[config.mk]
export PLATFORM = sky130hd
export DESIGN_NAME = dcu_decision_unit
export DESIGN_NICKNAME = d
export VERILOG_FILES = /design/src/rtl/dcu_pkg.sv /design/src/rtl/dcu_quota_bank.sv /design/src/rtl/dcu_deficit_ctr.sv /design/src/rtl/dcu_hold_ctrl.sv /design/src/rtl/dcu_decision_unit.sv
export SDC_FILE = /design/constraint.sdc
export NUM_CORES = 1
export LEC_CHECK = 0
export CAP_MARGIN = 10
export CELL_PAD_IN_SITES_DETAIL_PLACEMENT = 1
export CELL_PAD_IN_SITES_GLOBAL_PLACEMENT = 1
export CORE_MARGIN = 4
export CORE_UTILIZATION = 41
export CTS_CLUSTER_DIAMETER = 40
export DETAILED_ROUTE_END_ITERATION = 7
export DONT_BUFFER_PORTS = 1
export GPL_ROUTABILITY_DRIVEN = 0
export GPL_TIMING_DRIVEN = 1
export PLACE_DENSITY_LB_ADDON = 0.1
export SLEW_MARGIN = 5
export SYNTH_ARGS = -nofsm -noshare
export SYNTH_HDL_FRONTEND = slang
export SYNTH_SLANG_ARGS = --single-unit
[constraint.sdc]
create_clock -name clk -period 7.8 [get_ports clk]
set_clock_uncertainty 0.15 [all_clocks]
set_input_delay 1.56 -clock clk [delete_from_list [all_inputs] [get_ports clk]]
set_output_delay 1.56 -clock clk [all_outputs]
set_load 0.005 [all_outputs]
[src/rtl/dcu_pkg.sv]
package dcu_pkg;
  typedef enum logic {
    MODE_CELL   = 1'b0,
    MODE_PACKET = 1'b1
  } hold_mode_e;
endpackage

[src/rtl/dcu_quota_bank.sv]
module dcu_quota_bank #(
  parameter int N    = 4,
  parameter int QW   = 16,
  parameter int SELW = (N > 1) ? $clog2(N) : 1
) (
  input  logic            clk,
  input  logic            wr_en,
  input  logic [SELW-1:0] wr_sel,
  input  logic [QW-1:0]   wr_data,
  input  logic [SELW-1:0] rd_sel,
  output logic [QW-1:0]   rd_data
);
  logic [QW-1:0] mem [N];

  always_ff @(posedge clk) begin
    if (wr_en && (int'(wr_sel) < N))
      mem[wr_sel] <= wr_data;
  end

  assign rd_data = mem[rd_sel];
endmodule

[src/rtl/dcu_deficit_ctr.sv]
module dcu_deficit_ctr #(
  parameter int QW = 16
) (
  input  logic                 clk,
  input  logic                 rst,
  input  logic                 credit_en,
  input  logic [QW-1:0]        credit_val,
  input  logic                 step_en,
  output logic signed [QW-1:0] cnt,
  output logic                 neg
);
  localparam int XW = QW + 2;
  localparam logic signed [XW-1:0] TOPV = {3'b000, {(QW-1){1'b1}}};
  localparam logic signed [XW-1:0] BOTV = {3'b111, {(QW-1){1'b0}}};
  localparam logic signed [XW-1:0] ONE  = 1;

  logic signed [XW-1:0] wide, plus, minus;

  always_comb begin
    wide  = {{2{cnt[QW-1]}}, cnt};
    plus  = wide + $signed({2'b00, credit_val});
    minus = wide - ONE;
  end

  always_ff @(posedge clk) begin
    if (rst)
      cnt <= '0;
    else if (credit_en)
      cnt <= (plus > TOPV) ? TOPV[QW-1:0] : plus[QW-1:0];
    else if (step_en)
      cnt <= (minus < BOTV) ? BOTV[QW-1:0] : minus[QW-1:0];
  end

  assign neg = cnt[QW-1];
endmodule

[src/rtl/dcu_hold_ctrl.sv]
module dcu_hold_ctrl #(
  parameter int N = 4
) (
  input  logic         clk,
  input  logic         rst,
  input  logic [N-1:0] acc,
  input  logic         eff_last,
  input  logic [N-1:0] neg_vec,
  output logic [N-1:0] conn,
  output logic [N-1:0] dec,
  output logic [N-1:0] credit_vec,
  output logic [N-1:0] step_vec
);
  logic one_ok, held, release_now, take;

  always_comb begin
    one_ok      = (acc != '0) && ((acc & (acc - N'(1))) == '0);
    held        = |conn;
    release_now = held && (|(conn & neg_vec)) && eff_last;
    take        = !held && one_ok;
    credit_vec  = take ? acc : '0;
    step_vec    = (held && !release_now) ? conn : '0;
  end

  always_ff @(posedge clk) begin
    if (rst) begin
      conn <= '0;
      dec  <= '0;
    end else begin
      dec <= take ? acc : '0;
      if (take)
        conn <= acc;
      else if (release_now)
        conn <= '0;
    end
  end
endmodule

[src/rtl/dcu_decision_unit.sv]
module dcu_decision_unit
  import dcu_pkg::*;
#(
  parameter int N    = 4,
  parameter int QW   = 16,
  parameter int SELW = (N > 1) ? $clog2(N) : 1
) (
  input  logic            clk,
  input  logic            rst,
  input  logic [N-1:0]    acc_oh,
  input  logic            last_cell,
  input  logic            pkt_mode,
  input  logic            qwr_en,
  input  logic [SELW-1:0] qwr_sel,
  input  logic [QW-1:0]   qwr_val,
  output logic [N-1:0]    dec_q,
  output logic [N-1:0]    keep_conn
);
  hold_mode_e      mode;
  logic            eff_last;
  logic [SELW-1:0] acc_idx;
  logic [QW-1:0]   quota_rd;
  logic [N-1:0]    neg_vec, credit_vec, step_vec;

  always_comb begin
    mode     = hold_mode_e'(pkt_mode);
    eff_last = (mode == MODE_CELL) ? 1'b1 : last_cell;
    acc_idx  = '0;
    for (int i = 0; i < N; i++)
      if (acc_oh[i]) acc_idx = SELW'(i);
  end

  dcu_quota_bank #(.N(N), .QW(QW), .SELW(SELW)) u_quota (
    .clk(clk), .wr_en(qwr_en), .wr_sel(qwr_sel), .wr_data(qwr_val),
    .rd_sel(acc_idx), .rd_data(quota_rd)
  );

  for (genvar g = 0; g < N; g++) begin : g_ctr
    logic signed [QW-1:0] cnt_g;
    dcu_deficit_ctr #(.QW(QW)) u_ctr (
      .clk(clk), .rst(rst), .credit_en(credit_vec[g]), .credit_val(quota_rd),
      .step_en(step_vec[g]), .cnt(cnt_g), .neg(neg_vec[g])
    );
  end

  dcu_hold_ctrl #(.N(N)) u_hold (
    .clk(clk), .rst(rst), .acc(acc_oh), .eff_last(eff_last), .neg_vec(neg_vec),
    .conn(keep_conn), .dec(dec_q), .credit_vec(credit_vec), .step_vec(step_vec)
  );
endmodule

==> impl_metrics.tcl <==
set metrics [dict create \
    status "completed" \
    grt_pass1_wl_um 50000 \
    synth_top_area_share 0.194 \
    fp.dieArea_um2 26800 \
    root_buffer "clkbuf_16" \
    grt_max_degree 58 \
    crit_slowest_cell "o21ai_0" \
    timing.fmax_mhz 186 \
    drc_errors 0 \
    tightest_slew_ns 1.24 \
    drive_gt1_frac 0.0685 \
    pwr-share-seq 0.364 \
    hold_path_class "reg -> reg" \
    synth_mux_area_frac 0.0203 \
    cp-end-kind "flip-flop" \
    yosysWarningCount 0 \
    postLayoutCellArea_um2 10900 \
    cts_max_path_buffers 2 \
    cap_violations 0 \
    placed_area_um2 10300 \
    critical_path.top_delay_family "compound AO/OA/AOI/OAI gates" \
    netlist_instances 1148 \
    row_count 56 \
    min_from "g_ctr[3].u_ctr.cnt[11]$_SDFFE_PP0P_" \
    setup_viol_count_final 0 \
    synth-xor-area-share 0.0476 \
    overflow 0 \
    drtAntennaViolNets 0 \
    initial_core_util 0.419 \
    final-hold-violation-count 0 \
    synth_top_area_cell "edfxtp_1" \
    antenna_found_initial 0 \
    yosysMostFrequentCell "a21oi_1" \
    arrival_ns 5.51 \
    syn_area_per_cell_um2 8.65 \
    crit_chain "mux2i_1, nor2_1, a21oi_1, o21ai_0, ha_1, a211oi_1, nor2_1, a21o_1, o31ai_1, o21ai_0, a2111oi_0, a31o_2, a31oi_1" \
    power.switching_uw 848 \
    crit_fanout 20 \
    start_kind "input pin" \
    synth_top_family_by_area "compound AO/OA/AOI/OAI gates" \
    synth_flop_cell "dfxtp_1" \
    yosys.area_share.simple 0.185 \
    die_w_um 164 \
    grt_pass1_vias 8951 \
    reg2reg_from "u_quota.mem[1][2]$_DFFE_PP_" \
    drt-total-wl_um 31200 \
    pwr_density_cell_nw_per_um2 214 \
    cts_tree "yes" \
    utilization 0.459 \
    routedWlPerCell_um 21.2 \
    cp-startpoint "acc_oh[1]" \
    grtUsageTotal 0.237 \
    p_sw_frac 0.365 \
    pwr-share-comb 0.287 \
    drt_first_iter_violations 585 \
    peakVddDrop_mv 0.114 \
    hpwl_um 23000 \
    synth.ff_latch_count 136 \
    synth_area_um2 9930 \
    synth_adder_area_share 0.0988 \
    power_frac_clock 0.349 \
    yosys-top-cells-count "a21oi_1, o21ai_0, nor2_1" \
    clk_latency_ns 0.44 \
    fin_crit_sh 0.691 \
    internal_power_mw 1.47 \
    fp.coreArea_um2 23700 \
    max_stage_delay_ns 0.94 \
    cts.clk_slew.worst_paths_ns 0.06 \
    power_mw 2.32 \
    fin_tns_setup_ns 0 \
    cts_resized 0 \
    vias 9053 \
    htreeDepth 4 \
    n_fill_cell 2812 \
    clock_sinks 136 \
    cp.required_ns 7.92 \
    io_pins 35 \
    synth_fp_nets 1251 \
    cts_setup_buffers 0 \
    drv_slew 0 \
    fp.dieH_um 164 \
    seq_area_frac_synth 0.339 \
    crit_buf_inv 0 \
    synth_edf_count 64 \
    worstSetupPathType "in -> reg" \
    viasPerCell 6.15 \
    post-route-min-period_ns 5.39 \
    port_buffers 0 \
    n_antenna_cell 0 \
    slew_headroom 0.168 \
    ctsHoldBuffers 0 \
    synth_compound_area_frac 0.282 \
    synth.area.top_cells "edfxtp_1, dfxtp_1, ha_1" \
    cts_buffers 17 \
    async_reset_ff_frac 0 \
    p_leak_nw 4.30 \
    rsz0062_at_grt "false" \
    syn_to_final_growth_pct 9.36 \
    drt-pass1-iter-count 5 \
    ys_types 88 \
    num-nets-final 1243 \
]
[power groups by stage]
stage | registers, mW | clock network [mW] | logic, mW
3_5_place_dp | 0.859 | 0 | 0.658
3_3_place_gp | 0.857 | 0 | 0.650
5_1_grt | 0.850 | 0.856 | 0.744
4_1_cts | 0.842 | 0.823 | 0.662
6_report | 0.844 | 0.810 | 0.666
2_1_floorplan | 0.838 | 0 | 0.512
[final cells by class]
class | count | area, µm² | share of cell area
clock buffers | 17 | 425 | 0.0392
clock inverters | 15 | 153 | 0.0141
inverters | 25 | 93.8 | 0.00864
multi-input cells | 944 | 6300 | 0.581
flip-flops and latches | 136 | 3360 | 0.310
well taps | 319 | 399 | 0.0368
repair buffers | 16 | 120 | 0.0111
[logic make-up (layout without fill, tap and decap cells)]
| group | after synthesis | after routing |
|---|---|---|
| AO/OA/AOI/OAI | 424 | 424 |
| XOR/XNOR | 54 | 54 |
| adder cells (fa/ha/maj) | 76 | 76 |
| buffers and inverters | 68 | 73 |
| flip-flops | 136 | 136 |
| multiplexers | 20 | 20 |
| AND/OR/NAND/NOR | 370 | 370 |
[sequential cells by signal (all words and copies together) (netlist names)]
signal           count
u_hold.conn          4
u_quota.mem         64
g_ctr.u_ctr.cnt     64
u_hold.dec           4
[through the flow]
stage	hold slack, ns	std cells	setup WS [ns]
2_1_floorplan	0.323	1148	1.77
3_3_place_gp	0.348	1440	2.15
3_5_place_dp	0.354	1440	1.85
4_1_cts	0.363	1472	2.30
5_1_grt	0.413	1472	2.06
6_report	0.364	1472	2.41
[final timing paths]
kind,endpoint,slack (ns),depth (start not counted)
setup reg to reg,g_ctr[2].u_ctr.cnt[2]$_SDFFE_PP0P_,3.27,13
hold reg to reg,g_ctr[3].u_ctr.cnt[11]$_SDFFE_PP0P_,0.36,2
setup / recovery,g_ctr[2].u_ctr.cnt[2]$_SDFFE_PP0P_,2.41,13
hold / removal,g_ctr[3].u_ctr.cnt[11]$_SDFFE_PP0P_,0.36,2
[layout by cell type, fill, tap and decap left out, drive strengths merged, types with 10 or more instances in the layout]
master / n
clkbuf: 17
or4: 10
ha: 72
a31oi: 26
o31ai: 17
a311oi: 14
nor3: 46
a221oi: 18
mux2i: 19
nand3: 23
a21o: 26
o21a: 14
or3: 17
xnor2: 27
nor4: 16
edfxtp: 64
a211oi: 25
dfxtp: 72
buf: 16
nand2: 92
and2: 11
xor2: 27
nand2b: 13
inv: 34
o21ai: 105
nor2: 100
a21oi: 107
[worst register-to-register path, stage by stage, from the launching register on]
cell	delay [ns]
edfxtp_1	0.33
mux2i_1	0.06
nor2_1	0.10
a21oi_1	0.04
o21ai_0	0.94
ha_1	0.46
a211oi_1	0.22
nor2_1	0.11
a21o_1	0.18
o31ai_1	0.36
o21ai_0	0.20
a2111oi_0	0.69
a31o_2	0.40
a31oi_1	0.13
[per-layer routing]
layer  global-route usage  routed length (µm)
met2                0.359               13600
met5                    0                   0
met3               0.0419                1480
met1                0.348               15600
met4               0.0652                 522
Power figures use the tool's default switching activity.
